$ cat src/rtl/fp_regstack_pkg.sv
package fp_regstack_pkg;
  localparam int PTR_W = 3;
  localparam int NREG  = 1 << PTR_W;
  localparam int TAG_W = 2;

  typedef enum logic [2:0] {
    OP_NOP     = 3'd0,
    OP_PUSH    = 3'd1,
    OP_POP     = 3'd2,
    OP_READ    = 3'd3,
    OP_WRITE   = 3'd4,
    OP_PUSH2   = 3'd5,
    OP_RESTORE = 3'd6,
    OP_INIT    = 3'd7
  } opKind_e;

  localparam logic [TAG_W-1:0] TAG_VALID   = 2'b00;
  localparam logic [TAG_W-1:0] TAG_ZERO    = 2'b01;
  localparam logic [TAG_W-1:0] TAG_SPECIAL = 2'b10;
  localparam logic [TAG_W-1:0] TAG_EMPTY   = 2'b11;

  typedef enum logic [1:0] {
    SRC_A   = 2'd0,
    SRC_B   = 2'd1,
    SRC_NAN = 2'd2
  } srcSel_e;

  typedef struct packed {
    logic             wrAEn;
    logic [PTR_W-1:0] wrAIdx;
    srcSel_e          wrASrc;
    logic             wrBEn;
    logic [PTR_W-1:0] wrBIdx;
    srcSel_e          wrBSrc;
    logic             clrEn;
    logic [PTR_W-1:0] clrIdx;
    logic             restoreEn;
    logic             initEn;
    logic             rdEn;
    logic [PTR_W-1:0] rdIdx;
    logic             rdNan;
  } ctrlStrobes_t;
endpackage

$ cat src/rtl/fp_regstack_ctrl.sv
module fp_regstack_ctrl
  import fp_regstack_pkg::*;
(
  input  logic                  clk,
  input  logic                  rstN,
  input  logic                  opValid,
  input  logic [2:0]            opCode,
  input  logic [PTR_W-1:0]      stIdx,
  input  logic                  invMask,
  input  logic [TAG_W*NREG-1:0] tagWord,
  output ctrlStrobes_t          strb,
  output logic [PTR_W-1:0]      topPtr,
  output logic                  invalidFault,
  output logic                  stackFault,
  output logic                  faultDir
);
  opKind_e          opKind;
  logic [PTR_W-1:0] topDn, topUp, stPhys, topNext;
  logic             faultNow, dirNow;

  function automatic logic isEmpty(input logic [TAG_W*NREG-1:0] tw,
                                   input logic [PTR_W-1:0] idx);
    return tw[TAG_W*idx +: TAG_W] == TAG_EMPTY;
  endfunction

  assign opKind = opKind_e'(opCode);
  assign topDn  = topPtr - PTR_W'(1);
  assign topUp  = topPtr + PTR_W'(1);
  assign stPhys = topPtr + stIdx;

  always_comb begin
    strb     = '0;
    topNext  = topPtr;
    faultNow = 1'b0;
    dirNow   = faultDir;
    if (opValid) begin
      unique case (opKind)
        OP_PUSH, OP_PUSH2: begin
          if (!isEmpty(tagWord, topDn)) begin
            faultNow = 1'b1;
            dirNow   = 1'b1;
          end
          if (isEmpty(tagWord, topDn) || invMask) begin
            topNext     = topDn;
            strb.wrBEn  = 1'b1;
            strb.wrBIdx = topDn;
            strb.wrBSrc = faultNow ? SRC_NAN : (opKind == OP_PUSH2 ? SRC_B : SRC_A);
            if (opKind == OP_PUSH2) begin
              strb.wrAEn  = 1'b1;
              strb.wrAIdx = topPtr;
              strb.wrASrc = faultNow ? SRC_NAN : SRC_A;
            end
          end
        end
        OP_POP: begin
          if (isEmpty(tagWord, topPtr)) begin
            faultNow = 1'b1;
            dirNow   = 1'b0;
            if (invMask) topNext = topUp;
          end else begin
            strb.clrEn  = 1'b1;
            strb.clrIdx = topPtr;
            topNext     = topUp;
          end
        end
        OP_READ: begin
          strb.rdEn  = 1'b1;
          strb.rdIdx = stPhys;
          strb.rdNan = isEmpty(tagWord, stPhys);
          if (strb.rdNan) begin
            faultNow = 1'b1;
            dirNow   = 1'b0;
          end
        end
        OP_WRITE: begin
          strb.wrAEn  = 1'b1;
          strb.wrAIdx = stPhys;
          strb.wrASrc = SRC_A;
        end
        OP_RESTORE: strb.restoreEn = 1'b1;
        OP_INIT: begin
          strb.initEn = 1'b1;
          topNext     = '0;
        end
        default: ;
      endcase
    end
  end

  always_ff @(posedge clk or negedge rstN) begin
    if (!rstN) begin
      topPtr       <= '0;
      invalidFault <= 1'b0;
      stackFault   <= 1'b0;
      faultDir     <= 1'b0;
    end else begin
      topPtr       <= topNext;
      invalidFault <= faultNow;
      stackFault   <= faultNow;
      faultDir     <= dirNow;
    end
  end
endmodule

$ cat src/rtl/fp_regstack_dp.sv
module fp_regstack_dp
  import fp_regstack_pkg::*;
#(
  parameter int DATA_W = 80,
  parameter int EXP_W  = 15
) (
  input  logic                  clk,
  input  logic                  rstN,
  input  ctrlStrobes_t          strb,
  input  logic [DATA_W-1:0]     wrDataA,
  input  logic [DATA_W-1:0]     wrDataB,
  input  logic [TAG_W*NREG-1:0] tagIn,
  output logic [DATA_W-1:0]     rdData,
  output logic [TAG_W*NREG-1:0] tagWord
);
  localparam int SIG_W = DATA_W - 1 - EXP_W;
  localparam logic [DATA_W-1:0] QNAN = {1'b1, {EXP_W{1'b1}}, 2'b11, {(SIG_W-2){1'b0}}};

  logic [DATA_W-1:0]     regQ [NREG];
  logic [TAG_W*NREG-1:0] tagNext;
  logic [TAG_W-1:0]      curCls [NREG];
  logic [DATA_W-1:0]     wrAVal, wrBVal;

  function automatic logic [TAG_W-1:0] classify(input logic [DATA_W-1:0] v);
    logic [EXP_W-1:0] e;
    logic [SIG_W-1:0] s;
    e = v[DATA_W-2 -: EXP_W];
    s = v[SIG_W-1:0];
    if (e == '0)       return (s == '0) ? TAG_ZERO : TAG_SPECIAL;
    else if (&e)       return TAG_SPECIAL;
    else if (!s[SIG_W-1]) return TAG_SPECIAL;
    else               return TAG_VALID;
  endfunction

  function automatic logic [DATA_W-1:0] pick(input srcSel_e sel,
                                             input logic [DATA_W-1:0] a,
                                             input logic [DATA_W-1:0] b);
    unique case (sel)
      SRC_A:   return a;
      SRC_B:   return b;
      default: return QNAN;
    endcase
  endfunction

  assign wrAVal = pick(strb.wrASrc, wrDataA, wrDataB);
  assign wrBVal = pick(strb.wrBSrc, wrDataA, wrDataB);

  for (genvar g = 0; g < NREG; g++) begin : g_cls
    assign curCls[g] = classify(regQ[g]);
  end

  always_comb begin
    tagNext = tagWord;
    for (int p = 0; p < NREG; p++) begin
      if (strb.initEn)
        tagNext[TAG_W*p +: TAG_W] = TAG_EMPTY;
      else if (strb.wrAEn && strb.wrAIdx == PTR_W'(p))
        tagNext[TAG_W*p +: TAG_W] = classify(wrAVal);
      else if (strb.wrBEn && strb.wrBIdx == PTR_W'(p))
        tagNext[TAG_W*p +: TAG_W] = classify(wrBVal);
      else if (strb.clrEn && strb.clrIdx == PTR_W'(p))
        tagNext[TAG_W*p +: TAG_W] = TAG_EMPTY;
      else if (strb.restoreEn)
        tagNext[TAG_W*p +: TAG_W] =
          (tagIn[TAG_W*p +: TAG_W] == TAG_EMPTY) ? TAG_EMPTY : curCls[p];
    end
  end

  always_ff @(posedge clk or negedge rstN) begin
    if (!rstN) begin
      tagWord <= '1;
      rdData  <= '0;
    end else begin
      tagWord <= tagNext;
      if (strb.rdEn) rdData <= strb.rdNan ? QNAN : regQ[strb.rdIdx];
    end
  end

  always_ff @(posedge clk) begin
    for (int p = 0; p < NREG; p++) begin
      if (strb.wrAEn && strb.wrAIdx == PTR_W'(p))      regQ[p] <= wrAVal;
      else if (strb.wrBEn && strb.wrBIdx == PTR_W'(p)) regQ[p] <= wrBVal;
    end
  end
endmodule

$ cat src/rtl/fp_regstack.sv
module fp_regstack
  import fp_regstack_pkg::*;
#(
  parameter int DATA_W = 80,
  parameter int EXP_W  = 15
) (
  input  logic                  clk,
  input  logic                  rstN,
  input  logic                  opValid,
  input  logic [2:0]            opCode,
  input  logic [PTR_W-1:0]      stIdx,
  input  logic [DATA_W-1:0]     wrDataA,
  input  logic [DATA_W-1:0]     wrDataB,
  input  logic [TAG_W*NREG-1:0] tagIn,
  input  logic                  invMask,
  output logic [DATA_W-1:0]     rdData,
  output logic [PTR_W-1:0]      topPtr,
  output logic [TAG_W*NREG-1:0] tagWord,
  output logic                  invalidFault,
  output logic                  stackFault,
  output logic                  faultDir
);
  ctrlStrobes_t strb;

  fp_regstack_ctrl u_ctrl (
    .clk(clk), .rstN(rstN), .opValid(opValid), .opCode(opCode),
    .stIdx(stIdx), .invMask(invMask), .tagWord(tagWord), .strb(strb),
    .topPtr(topPtr), .invalidFault(invalidFault), .stackFault(stackFault),
    .faultDir(faultDir)
  );

  fp_regstack_dp #(.DATA_W(DATA_W), .EXP_W(EXP_W)) u_dp (
    .clk(clk), .rstN(rstN), .strb(strb), .wrDataA(wrDataA),
    .wrDataB(wrDataB), .tagIn(tagIn), .rdData(rdData), .tagWord(tagWord)
  );
endmodule

$ cat config.mk
export PLATFORM = sky130hd
export DESIGN_NAME = fp_regstack
export DESIGN_NICKNAME = d
export VERILOG_FILES = /design/src/rtl/fp_regstack_pkg.sv /design/src/rtl/fp_regstack_ctrl.sv /design/src/rtl/fp_regstack_dp.sv /design/src/rtl/fp_regstack.sv
export SDC_FILE = /design/constraint.sdc
export NUM_CORES = 2
export LEC_CHECK = 0
export BUFFER_PORTS_ARGS = -buffer_cell sky130_fd_sc_hd__buf_2
export CORE_UTILIZATION = 40
export DETAILED_ROUTE_END_ITERATION = 10
export GPL_ROUTABILITY_DRIVEN = 1
export GPL_TIMING_DRIVEN = 1
export SLEW_MARGIN = 10
export SYNTH_ARGS = -nofsm -noshare
export SYNTH_HDL_FRONTEND = slang
export SYNTH_SLANG_ARGS = --single-unit
$ cat constraint.sdc
create_clock -name clk -period 23.8 [get_ports clk]
set_input_delay 4.76 -clock clk [delete_from_list [all_inputs] [get_ports clk]]
set_output_delay 4.76 -clock clk [all_outputs]
set_load 0.01 [all_outputs]
# After elaboration in Yosys (flattened, before gate mapping)
# Memories as Yosys holds them, arrays and structs flattened.
# Cells that the tools add are included.
# W data, S select, Z words.
[totals] regBits=101 mem_count=1 ramBits=640
[op_classes] mux=185 shift=3 n_reduce_logical=79 eq_ne=46 addsub=3 n_bitwise=8
[mem_list] name="u_dp.regQ" words=8 word_bits=80 rd=9 rd_clocked_by_memory_dff=0 wr=2 line_no="fp_regstack_dp.sv:19" source="logic [DATA_W-1:0] regQ [NREG];"
[op_table] cell="$mux W80" count=15
[op_table] cell="$logic_not A64 Y1" count=10
[op_table] cell="$reduce_or A80 Y1" count=6
[op_table] cell="$pmux W80 S2" count=2
[op_table] cell="$mux W2" count=90
[op_table] cell="$logic_not A15 Y1" count=10
[op_table] cell="$reduce_and A15 Y1" count=10
[op_table] cell="$mux W1" count=58
[op_table] cell="$eq A3 B3 Y1 const B" count=16
[op_table] cell="$shiftx A16 B5 Y2" count=3
[op_table] cell="$reduce_bool A5 Y1" count=8
[op_table] cell="$mux W3" count=9
[op_table] cell="$eq A3 B2 Y1 const B" count=8
[op_table] cell="$logic_and A1 B1 Y1" count=24
[op_table] cell="$mux W23" count=1
[op_table] cell="$eq A2 B2 Y1 const B" count=11
[op_table] cell="$eq A3 B1 Y1 const B" count=4
[op_table] cell="$mux W12" count=1
[op_table] cell="$mux W6" count=2
[op_table] cell="$pmux W6 S2" count=1
[op_table] cell="$logic_not A3 Y1" count=3
[op_table] cell="$pmux W3 S3" count=1
[op_table] cell="$mux W4" count=2
[op_table] cell="$or A1 B1 Y1" count=8
[op_table] cell="other kinds (15)" count=21

# Logic depth before layout (Yosys ltp)
[depth] word_depth=21 depth_mapped=13 mapped_depth_nobuf=11

# Cells and area by module
# Synthesis repeated with hierarchy kept, for this count alone.
[hier_totals] hier_cells=3618 hier_area_um2=41114.4
[modules_own_cells] module="fp_regstack_dp" n_inst=1 area_each_um2=40232.3 cells_per_inst=3514
[modules_own_cells] module="fp_regstack_ctrl" n_inst=1 area_each_um2=882.1 cells_per_inst=104

# Least setup slack after synthesis
# No wires, ideal clock.
[synth_timing] path_kind="input-to-reg" start="in stIdx[0]" end="reg u_dp.tagWord[4]" required_time_ns=23.712 n_path_buf=0 setup_slack_ns=9.807 stages=10 arrival_time_ns=13.905 path_cell_list="ha_1 > fa_1 > xor2_1 > xnor2_1 > nand2b_1 > o211ai_1 > o31ai_1 > nor3_1 > or4_1 > o2bb2ai_1"
[synth_via] elab_chain_len=7 word_cells_on_any_way=8 cone_classes="1 x add/sub; 1 x eq/ne; 4 x mux; 2 x reduce/logical"
[synth_lines] element="start, declared" line_no="fp_regstack.sv:11" source="input logic [PTR_W-1:0] stIdx,"
[synth_lines] element="$add A3 B3 Y3 *" line_no="fp_regstack_ctrl.sv:29" source="assign stPhys = topPtr + stIdx;"
[synth_lines] element="$pmux W6 S2 *" line_no="fp_regstack_ctrl.sv:37" source="unique case (opKind)"
[synth_lines] element="$mux W23 *" line_no="fp_regstack_ctrl.sv:36" source="if (opValid) begin"
[synth_lines] element="$eq A3 B2 Y1 *" line_no="fp_regstack_dp.sv:57" source="else if (strb.wrAEn && strb.wrAIdx == PTR_W'(p))"
[synth_lines] element="$logic_and A1 B1 Y1 *" line_no="fp_regstack_dp.sv:57"
[synth_lines] element="$mux W2" line_no="fp_regstack_dp.sv:57"
[synth_lines] element="$mux W2" line_no="fp_regstack_dp.sv:55" source="if (strb.initEn)"
[synth_lines] element="end signal, assigned" line_no="fp_regstack_dp.sv:74" source="tagWord <= tagNext;"
[synth_lines] element="end, declared" line_no="fp_regstack_dp.sv:14" source="output logic [TAG_W*NREG-1:0] tagWord"
# Mark *: on every way between the ends. The rest lies on a longest branch, timed or not.
# A chain may end at the register's enable or synchronous reset.

==> impl_metrics.yaml <==
final_layout:
  drive_gt1_frac: 0.162
  final_nets: 3964
  fin_cells: 5124
  area_growth_pct: 13.1
status:
  status: "finished, final reports clean"
grt:
  grt-ovfl-total: 0
  antenna_found_initial: 14
  grt_pass1_wl_mm: 225
  grt_max_degree: 170
  grt_use_total: 0.310
  grt_pass1_vias: 31400
worst_setup_path:
  slowest_delay_ns: 1.16
  crit_arrival_ns: 9.35
  r2r_setup_slack_ns: 17.33
  crit_path_cell_trace: "buf_2 -> ha_4 -> fa_4 -> buf_4 -> nand2_1 -> o21a_1 -> a21oi_1 -> nand2b_1 -> nand2_4 -> buf_4"
  end_kind: "flop"
  cpMostUsedCell: "buf_4"
  required_ns: 24.15
  path_buf_inv: 3
  crit_family: "buffers and inverters"
  slowest_stage: "fa_4"
  crit_fanout: 48
  worst_r2r_path_depth: 9
  start_kind: "input port"
  worst_r2r_endpoint: "u_dp.regQ[6][36]"
  worstReg2RegStart: "u_ctrl.topPtr[0]"
  crit_type: "input port to flop"
route:
  drt-vias-per-instance: 6.74
  wirelength_mm: 158
  dr_total_vias: 34500
  wl_per_cell_um: 30.8
  drc: 0
  ant_nets: 0
  drt_iter0_markers: 5706
  first_pass_iters: 6
clock_network:
  clockRootBuffer: "clkbuf_16"
  postCtsHoldBufs: 0
  cts_setup_buffers: 0
  numCtsBuffers: 83
  clock_latency_ns: 0.66
  cts_sinks: 741
  cts_resized: 0
  cts.clk_slew.worst_paths_ns: 0.06
  cts_tree: "done"
  htreeDepth: 3
  cts_buffer_depth: 3
timing:
  min_period_ns: 9.01
  tns_ns: 0
  tightestPinTransition_ns: 1.30
  fmax_ghz: 0.111
  max-slew-margin-rel: 0.127
  fin_skew_ns: 0.0267
  fin_crit_sh: 0.378
  finalSetupViolCount: 0
  hold_viol_final: 0
  rsz0062_at_grt: "false"
  drv_slew: 0
pwr:
  p_leak_uw: 0.0163
  peakVddDrop_uv: 74.6
  powerDensity_nw_per_um2: 97.8
die:
  die_w_um: 316
  die_h_um: 316
  core-area_sq_um: 97100
  start_util: 0.405
  die-area_sq_um: 99700
  io_pins: 288
  rows: 114
logic_synthesis:
  synth_most_common_cell: "edfxtp_1"
  yosysWarnings: 0
  synth_nets: 3924
  yosysTopAreaCell: "edfxtp_1"
  ys_seq_elements: 741
  yosysTopAreaCellShare: 0.488
  synth_common_cells: "edfxtp_1 (640), o21ai_0 (595), nand3_1 (514)"
  async_flop_share: 0.136
  synth_top_flop_cell: "edfxtp_1"
  synth_area_leaders: "edfxtp_1 (49%), o21ai_0 (7.6%), nand3_1 (6.5%)"
  avgSynthCellArea_sq_um: 10.5
  synth_area_sq_um: 39400
  yosysUniqueCellTypes: 69
  synth-seq-area-share: 0.553
  netlist_instances: 3734
  synth_edf_count: 640
placement:
  dp_hpwl_mm: 106
  finalWeightedCongestion: 0.968
  dp_cells: 4965
  io_buffers: 287
worst_hold_path:
  hold_path.class: "flop to flop"
  hold_depth: 2
  whs_endpoint: "u_dp.rdData[6]"
  hold_start: "u_dp.rdData[6]"
flow_run:
  maxCapViolCount: 0
-- metal layers --
layer / wire length, um / track usage / up-vias
met5: 101 / 0 / -
li1: - / - / 14800
met3: 17800 / 0.0620 / 341
met2: 70100 / 0.472 / 2353
met4: 7200 / 0.129 / 16
met1: 62500 / 0.433 / 17000
-- area by class of cell --
| cell class | count | area, sq um |
|---|---|---|
| antenna | 4 | 10.0 |
| tap | 1276 | 1600 |
| timing repair buffer | 337 | 1840 |
| inverter | 7 | 26.3 |
| fill | 9033 | 52600 |
| sequential | 741 | 21800 |
| clock inverter | 52 | 669 |
| multi-input combinational | 2604 | 16400 |
| clock buffer | 103 | 2250 |
-- flip-flops by register name, summed over array words and instances (netlist names) --
register	count
u_ctrl.topPtr	3
u_ctrl.faultDir	1
u_ctrl.invalidFault	1
u_dp.tagWord	16
u_dp.rdData	80
u_dp.regQ	640
-- placed cells by master, fill, tap and decap left out, types with 7 or more instances in the layout --
cell type	n
edfxtp_1	640
o21ai_0	593
nand3_1	512
buf_2	286
nor2_1	193
a21oi_1	186
nor4_1	184
nand2_1	181
mux2i_1	126
a22oi_1	123
clkbuf_16	85
dfrtp_1	85
nand4_1	76
mux4_2	75
a221oi_1	65
buf_4	49
a211oi_1	28
nor3_1	28
o22a_1	22
o22ai_1	20
clkinv_2	20
dfstp_2	16
bufinv_16	14
mux2_2	13
nor2b_1	13
o211ai_1	12
clkbuf_1	12
nand2_4	10
a31oi_1	10
nand2b_1	9
or4_1	9
clkinvlp_4	8
or3_1	7
a311oi_1	7
-- how the worst max path moves through the flow --
stage,depth (start not counted),end,start,slack (ns)
after floorplan,10,u_dp.tagWord[4],stIdx[0],9.81
after CTS,10,u_dp.regQ[4][19],stIdx[0],14.92
after global routing,10,u_dp.regQ[4][28],stIdx[0],14.70
after global placement,10,u_dp.regQ[4][44],stIdx[0],14.30
after detailed placement,10,u_dp.regQ[4][40],stIdx[0],14.24
final,10,u_dp.regQ[4][28],stIdx[0],14.79
-- report_power, final --
part	internal, uW	switching (uW)
Combinational	393	823
Clock	829	568
Sequential	1620	123
Total	2840	1510
-- kinds of logic after synthesis --
logic type      Yosys count  share of synthesized area
compound gates         1118                      0.168
fa+ha+maj                 4                    0.00146
xor+xnor                  5                    0.00130
simple gates           1262                      0.160
mux                     215                     0.0789
flops                   741                      0.553
buf+inv                 389                     0.0373
-- per-stage QoR --
step | utilization | setup WS, ns | power [uW] | hold slack, ns | instance area (sq um)
final | 0.458 | 14.79 | 4350 | 0.471 | 44500
after global routing | 0.458 | 14.70 | 4500 | 0.493 | 44500
after global placement | 0.428 | 14.30 | 2940 | 0.459 | 41600
after CTS | 0.458 | 14.92 | 4330 | 0.478 | 44500
after floorplan | - | 9.81 | 2460 | 0.516 | 39400
after detailed placement | 0.428 | 14.24 | 2950 | 0.464 | 41600
-- worst register-to-register path, delay by kind of cell (launching register included) --
kind                       cells  cell delay [ns]
and+or+nand+nor                4             2.74
buffers and inverters          2             1.03
DFF                            1             0.91
AOI/OAI and AO/OA              2             0.76
adders and majority gates      1             0.49
Note: power is estimated with default switching activity, not from simulation.
